### src/rtl/lbs_pkg.sv
package lbs_pkg;
   typedef enum logic [3:0] {
      S_IDLE, S_DIS_RD, S_DIS_WR, S_LRST, S_LWAIT, S_HR_RD,
      S_RX_WR, S_SETTLE, S_TX_RD, S_TX_WR, S_ST_RD, S_DONE
   } lbs_state_e;

   // lane register offsets and stride
   localparam logic [15:0] TX_STS_OFS  = 16'h2001;
   localparam logic [15:0] RX_STS_OFS  = 16'h2002;
   localparam logic [15:0] TX_OVR_OFS  = 16'h2004;
   localparam logic [15:0] RX_OVR_OFS  = 16'h2005;
   localparam int          LANE_SHIFT  = 8;

   // bit positions inside the override words
   localparam int HALF_RATE_BIT = 0;
   localparam int DPLL_MODE_LSB = 8;
   localparam int DPLL_MODE_W   = 3;
   localparam int DPLL_RST_BIT  = 11;
   localparam int ATTEN_LSB     = 10;
   localparam int ATTEN_FLD_W   = 3;
   localparam int RX_FORCE_BIT  = 14;
   localparam int TX_FORCE_BIT  = 15;
   localparam int ATTEN_SKIP    = 3;

   localparam int RX_STEPS = 5;
   localparam int TX_STEPS = 3;
endpackage

### src/rtl/lbs_timer.sv
module lbs_timer #(
   parameter int CW = 24
) (
   input  logic          clk,
   input  logic          rst_n,
   input  logic          load,
   input  logic [CW-1:0] load_val,
   output logic          zero
);
   logic [CW-1:0] cnt_q;

   always_ff @(posedge clk or negedge rst_n) begin
      if (!rst_n)              cnt_q <= '0;
      else if (load)           cnt_q <= load_val;
      else if (cnt_q != '0)    cnt_q <= cnt_q - 1'b1;
   end

   assign zero = (cnt_q == '0);
endmodule

### src/rtl/lbs_ovr_data.sv
module lbs_ovr_data
   import lbs_pkg::*;
#(
   parameter int                    DW        = 16,
   parameter logic [DPLL_MODE_W-1:0] DPLL_MODE = 3'd3
) (
   input  logic [DW-1:0] base,
   input  logic [2:0]    step,
   input  logic          tx_sel,
   input  logic [2:0]    atten,
   output logic [DW-1:0] wdata
);
   localparam logic [DW-1:0] RX_FORCE = DW'(1) << RX_FORCE_BIT;
   localparam logic [DW-1:0] TX_FORCE = DW'(1) << TX_FORCE_BIT;
   localparam logic [DW-1:0] DPLL_RST = DW'(1) << DPLL_RST_BIT;
   localparam logic [DW-1:0] MODE_MSK = DW'((1 << DPLL_MODE_W) - 1) << DPLL_MODE_LSB;

   logic [DW-1:0] rx_rel, rx_frc, rx_mode, tx_rel, tx_frc, tx_att;

   always_comb begin
      rx_rel  = base & ~RX_FORCE;
      rx_frc  = rx_rel | RX_FORCE;
      rx_mode = (rx_frc & ~MODE_MSK) | (DW'(DPLL_MODE) << DPLL_MODE_LSB);
      tx_rel  = base & ~TX_FORCE;
      tx_frc  = tx_rel | TX_FORCE;
      tx_att  = tx_frc | (DW'(atten) << ATTEN_LSB);
      if (tx_sel) begin
         case (step)
            3'd0:    wdata = tx_rel;
            3'd1:    wdata = tx_frc;
            default: wdata = tx_att;
         endcase
      end else begin
         case (step)
            3'd0:    wdata = rx_rel;
            3'd1:    wdata = rx_frc;
            3'd2:    wdata = rx_mode;
            3'd3:    wdata = rx_mode | DPLL_RST;
            default: wdata = rx_mode & ~DPLL_RST;
         endcase
      end
   end
endmodule

### src/rtl/link_bringup_seq.sv
module link_bringup_seq
   import lbs_pkg::*;
#(
   parameter int AW         = 16,
   parameter int DW         = 16,
   parameter int LANE_W     = 2,
   parameter int CW         = 24,
   parameter int TW         = 32,
   parameter int POLL_MAX   = 1000,
   parameter int RETRY_MAX  = 100,
   parameter int T_INTERVAL = 5,
   parameter int T_DURATION = 100,
   parameter int T_TIMEOUT  = 500,
   parameter logic [2:0] DPLL_MODE = 3'd3
) (
   input  logic              clk,
   input  logic              rst_n,
   input  logic              start_i,
   input  logic [LANE_W-1:0] lane_i,
   input  logic [3:0]        tx_atten_i,
   input  logic [CW-1:0]     settle_cycles_i,
   output logic              phy_req_o,
   output logic              phy_we_o,
   output logic [AW-1:0]     phy_addr_o,
   output logic [DW-1:0]     phy_wdata_o,
   input  logic              phy_ack_i,
   input  logic [DW-1:0]     phy_rdata_i,
   output logic              lrst_start_o,
   input  logic              lrst_done_i,
   input  logic              lrst_online_i,
   output logic [TW-1:0]     lrst_interval_o,
   output logic [TW-1:0]     lrst_duration_o,
   output logic [TW-1:0]     lrst_timeout_o,
   output logic              stat_req_o,
   input  logic              stat_ack_i,
   input  logic              stat_err_i,
   input  logic [1:0]        stat_lnk_i,
   output logic              done_o,
   output logic              online_o,
   output logic              err_o
);
   localparam int PW = $clog2(POLL_MAX + 1);
   localparam int RW = $clog2(RETRY_MAX + 1);

   generate
      if (AW < 16)            begin : g_bad_aw    $error("AW must be at least 16");        end
      if (DW < 16)            begin : g_bad_dw    $error("DW must be at least 16");        end
      if (LANE_W < 1 || LANE_W > AW - 14)
                              begin : g_bad_lane  $error("LANE_W out of range");           end
      if (POLL_MAX < 1)       begin : g_bad_poll  $error("POLL_MAX must be positive");     end
      if (RETRY_MAX < 0)      begin : g_bad_retry $error("RETRY_MAX must not be negative"); end
   endgenerate

   lbs_state_e        state;
   logic [2:0]        step_q;
   logic [PW-1:0]     poll_q;
   logic [RW:0]       retry_q;
   logic [DW-1:0]     base_q;
   logic [LANE_W-1:0] lane_q;
   logic [3:0]        atten_q;
   logic              online_q, err_q, tmr_zero, tmr_load;
   logic [AW-1:0]     lane_ofs;

   assign tmr_load = (state == S_RX_WR) && phy_ack_i && (step_q == 3'(RX_STEPS - 1));

   lbs_timer #(.CW(CW)) u_settle (
      .clk(clk), .rst_n(rst_n), .load(tmr_load),
      .load_val(settle_cycles_i), .zero(tmr_zero)
   );

   lbs_ovr_data #(.DW(DW), .DPLL_MODE(DPLL_MODE)) u_data (
      .base(base_q),
      .step((state == S_DIS_WR) ? 3'd0 : step_q),
      .tx_sel(state == S_TX_WR),
      .atten(atten_q[2:0]),
      .wdata(phy_wdata_o)
   );

   always_ff @(posedge clk or negedge rst_n) begin
      if (!rst_n) begin
         state    <= S_IDLE;
         step_q   <= '0;
         poll_q   <= '0;
         retry_q  <= '0;
         base_q   <= '0;
         lane_q   <= '0;
         atten_q  <= '0;
         online_q <= 1'b0;
         err_q    <= 1'b0;
      end else begin
         case (state)
            S_IDLE: if (start_i) begin
               state    <= S_DIS_RD;
               retry_q  <= '0;
               online_q <= 1'b0;
               err_q    <= 1'b0;
               lane_q   <= lane_i;
               atten_q  <= tx_atten_i;
            end
            S_DIS_RD: if (phy_ack_i) begin
               base_q <= phy_rdata_i;
               state  <= S_DIS_WR;
            end
            S_DIS_WR: if (phy_ack_i) state <= S_LRST;
            S_LRST:   state <= S_LWAIT;
            S_LWAIT: if (lrst_done_i) begin
               online_q <= lrst_online_i;
               poll_q   <= '0;
               state    <= S_HR_RD;
            end
            S_HR_RD: if (phy_ack_i) begin
               base_q <= phy_rdata_i;
               if (phy_rdata_i[HALF_RATE_BIT] && (poll_q < PW'(POLL_MAX))) begin
                  poll_q <= poll_q + 1'b1;
               end else begin
                  step_q <= '0;
                  state  <= S_RX_WR;
               end
            end
            S_RX_WR: if (phy_ack_i) begin
               if (step_q == 3'(RX_STEPS - 1)) state <= S_SETTLE;
               else                            step_q <= step_q + 1'b1;
            end
            S_SETTLE: if (tmr_zero) state <= atten_q[ATTEN_SKIP] ? S_ST_RD : S_TX_RD;
            S_TX_RD: if (phy_ack_i) begin
               base_q <= phy_rdata_i;
               step_q <= '0;
               state  <= S_TX_WR;
            end
            S_TX_WR: if (phy_ack_i) begin
               if (step_q == 3'(TX_STEPS - 1)) state <= S_ST_RD;
               else                            step_q <= step_q + 1'b1;
            end
            S_ST_RD: if (stat_ack_i) begin
               if (stat_err_i) begin
                  err_q <= 1'b1;
                  state <= S_DONE;
               end else if (stat_lnk_i == 2'b00) begin
                  state <= S_DONE;
               end else if (!online_q && (retry_q < (RW+1)'(RETRY_MAX))) begin
                  retry_q <= retry_q + 1'b1;
                  state   <= S_DIS_RD;
               end else begin
                  state <= S_DONE;
               end
            end
            S_DONE:  state <= S_IDLE;
            default: state <= S_IDLE;
         endcase
      end
   end

   assign lane_ofs = AW'(lane_q) << LANE_SHIFT;

   always_comb begin
      phy_req_o  = 1'b1;
      phy_we_o   = 1'b0;
      phy_addr_o = '0;
      case (state)
         S_DIS_RD, S_HR_RD: phy_addr_o = AW'(RX_STS_OFS) + lane_ofs;
         S_DIS_WR, S_RX_WR: begin phy_we_o = 1'b1; phy_addr_o = AW'(RX_OVR_OFS) + lane_ofs; end
         S_TX_RD:           phy_addr_o = AW'(TX_STS_OFS) + lane_ofs;
         S_TX_WR:           begin phy_we_o = 1'b1; phy_addr_o = AW'(TX_OVR_OFS) + lane_ofs; end
         default:           phy_req_o = 1'b0;
      endcase
   end

   assign lrst_start_o    = (state == S_LRST);
   assign stat_req_o      = (state == S_ST_RD);
   assign done_o          = (state == S_DONE);
   assign online_o        = online_q;
   assign err_o           = err_q;
   assign lrst_interval_o = TW'(T_INTERVAL);
   assign lrst_duration_o = TW'(T_DURATION);
   assign lrst_timeout_o  = TW'(T_TIMEOUT);
endmodule

### config.mk
export PLATFORM = sky130hd
export DESIGN_NAME = link_bringup_seq
export DESIGN_NICKNAME = d
export VERILOG_FILES = /design/src/rtl/lbs_pkg.sv /design/src/rtl/lbs_timer.sv /design/src/rtl/lbs_ovr_data.sv /design/src/rtl/link_bringup_seq.sv
export SDC_FILE = /design/constraint.sdc
export NUM_CORES = 1
export LEC_CHECK = 0
export ABC_AREA = 1
export BUFFER_PORTS_ARGS = -buffer_cell sky130_fd_sc_hd__buf_2
export CORE_ASPECT_RATIO = 1.2
export CORE_MARGIN = 3
export CORE_UTILIZATION = 35
export CTS_CLUSTER_DIAMETER = 120
export CTS_CLUSTER_SIZE = 40
export DETAILED_ROUTE_END_ITERATION = 10
export SYNTH_ARGS = -nofsm -noshare
export SYNTH_HDL_FRONTEND = slang
export SYNTH_SLANG_ARGS = --single-unit
### constraint.sdc
create_clock -name clk -period 2.8 [get_ports clk]
set_clock_uncertainty 0.1 [all_clocks]
set_input_delay 0.56 -clock clk [delete_from_list [all_inputs] [get_ports clk]]
set_output_delay 0.56 -clock clk [all_outputs]
set_load 0.005 [all_outputs]
==> flow_summary.toml <==
[status]
status = "complete, no violations"

[clock_tree]
clock_latency_ps = 340
htreeDepth = 3
cts_buffer_depth = 2
clk_pin_slew_ps = 60
postCtsSetupBuffers = 0
cts-buffers-inserted = 9
cts-root-buf = "clkbuf_16"
cts_tree = "yes"
cts-resized-gates = 0
cts-hold-fix-buffers = 0
numClockSinks = 73

[power_and_ir_drop]
leakagePower_nw = 2.93
p_per_area_mw_per_mm2 = 736
total_power_mw = 4.23
vdd_drop_max_v = 0.000428

[setup_path]
cp_max_fo = 5
cp.required_ps = 2140
slowest_stage = "dfrtp_1"
crit_arrival_ps = 1900
reg2reg_from = "step_q[0]$_DFFE_PN0P_"
crit_type = "flop to output pin"
slowest_delay_ps = 440
crit_start = "state[0]$_DFFE_PN0P_"
cp-start-kind = "flop"
critPathCaptureType = "output pin"
crit_chain = "inv_2, nand2_1, nor2_2, inv_1, o21ai_2, nor2_1, or2_2, buf_2"

[yosys]
synth_cell_types = 42
synth_top_family_by_area = "simple AND/OR/NAND/NOR gates"
synth_xor_area_share_pct = 3.99
avgSynthCellArea_sq_um = 7.57
synth-adder-area-share_pct = 1.66
synth_top_area_share_pct = 34.6
synth-seq-cells = 73
synth_top_cells_by_area = "dfrtp_1, buf_4, nand2_1"
synthMuxAreaShare_pct = 3.77
synth_compound_area_share_pct = 7.73
synth_largest_area_cell = "dfrtp_1"
syn_area_sq_mm = 0.00527
syn_inst = 697
yosysWarnings = 0
synth-simple-area-share_pct = 25.6
ys_seq_area_share_pct = 34.6

[min_path]
hp-class = "input port to asynchronous set/reset pin"

[layout]
n_antenna_cell = 0
utilization_pct = 39.4
layoutNonFillerInstCount = 981
mostFrequentLayoutCells = "nand2_1, conb_1, nor2_1"
final_common_cell = "nand2_1"
fillers = 1567
syn_to_final_growth_pct = 8.99
drive_gt1_share_pct = 19.5
seq_area_sq_mm = 0.00183
multiInputGateArea_sq_mm = 0.00266
layout.nets = 840

[route]
drc = 0
drtIter0Drc = 219
via_count = 4156
routedWlPerCell_um = 11.5
avgViaCountPerCell = 4.24
first_pass_iters = 4
wl_um = 11300
ant_nets = 0

[sta]
rsz0062_at_grt = "no"
maxSlewViolCount = 0
fin_setup_tns_ps = 0
hold_viol_final = 0
worst_slack_ps = 241
fmax_ghz = 0.391
worst_slew_margin_rel_pct = 56.9
fin_crit_sh_pct = 91.4
min_period_ps = 2560
finalSetupViolations = 0
worst_pin_slew_ps = 645

[die]
dieArea_sq_mm = 0.0166
coreArea_sq_mm = 0.0146
ios = 191
start_util_pct = 36.1
die_h_um = 140
fp-row-count = 48
die_w_um = 118

[global_route]
overflow = 0
antenna_found_initial = 0
grt_max_degree = 45
grt_pass1_vias = 3852
grt_pass1_wl_um = 18100
grtUsageTotal_pct = 13.5

[place]
dp_cells = 966
place_congestion = 0.848
post-place-ws_ps = 406
numPortBuffers = 84
dp_hpwl_um = 8870

[job]
max-cap-violations = 0
==> per-stage QoR <==
step	hold WS [ps]	cell area [sq um]
finish	117	5750
global route	172	5750
CTS	140	5740
detailed placement	366	5460
global placement	366	5460
floorplan	164	5660
==> path summary, 6_finish.rpt <==
path | end | slack, ps | cells past startpoint
min reg2reg | atten_q[3]$_DFFE_PN0P_ | 380 | 2
max reg2reg | u_settle.cnt_q[0]$_DFFE_PN0P_ | 670 | 11
max | phy_wdata_o[8] | 240 | 8
min | retry_q[2]$_DFFE_PN0P_ | 120 | 1
min in group clk | atten_q[2]$_DFFE_PN0P_ | 310 | 3
max in group asynchronous | u_settle.cnt_q[18]$_DFFE_PN0P_ | 1800 | 2
==> power by group <==
| part | total, mW | internal [mW] | switching [mW] |
|---|---|---|---|
| clock | 1.08 | 0.642 | 0.440 |
| combinational | 1.59 | 0.664 | 0.922 |
| sequential | 1.56 | 1.33 | 0.227 |
| total | 4.23 | 2.64 | 1.59 |
==> layer usage <==
layer | vias to the layer above | wire length (um) | track usage (%)
li1 | 2138 | - | -
met1 | 1862 | 4950 | 16.7
met2 | 143 | 5440 | 22.8
met3 | 13 | 648 | 2.75
met4 | 0 | 231 | 5.93
met5 | - | 0 | 0
==> cells by family (layout without fill, tap and decap cells) <==
family,Yosys count,in the layout
AOI/OAI and AO/OA,72,72
xor gates and xnor gates,24,24
adders and majority gates,7,7
buffers and inverters,194,174
DFF,73,73
muxes,15,15
other,2,106
and+or+nand+nor,310,310
==> critical path: cells and delay by family (launching register included) <==
kind | cells | cell delay [ps]
buffers and inverters | 3 | 330
AOI/OAI and AO/OA | 1 | 100
DFF | 1 | 440
and+or+nand+nor | 4 | 690
==> synth_stat cells (all sizes together) <==
master   count
o2111ai      1
nand2      147
conb         2
a211oi       1
clkbuf       2
nand3       33
mux2        15
nand3b       3
clkinv       2
o21a         1
a21oi       15
ha           7
nor2       101
o21ai       44
o22ai        1
o211ai       2
xor2        16
o31ai        3
a31oi        2
o21ba        1
nor3         8
nand4       14
o21bai       1
inv         67
or2          4
xnor2        8
buf        123
dfrtp       73
==> flip-flops by register name (all words and copies together), names as in the netlist, 2 cells and up <==
register        cells
atten_q             4
step_q              3
poll_q             10
state               4
u_settle.cnt_q     24
lane_q              2
base_q             16
retry_q             8
==> final cells by class <==
class                   instances  area share, %
flip-flops and latches         73           31.8
multi-input cells             534           46.3
well taps                     200           4.35
repair buffers                 90           8.14
clock inverters                 4          0.501
inverters                      69           4.53
clock buffers                  11           4.40
(Power assumes the default switching activity.)
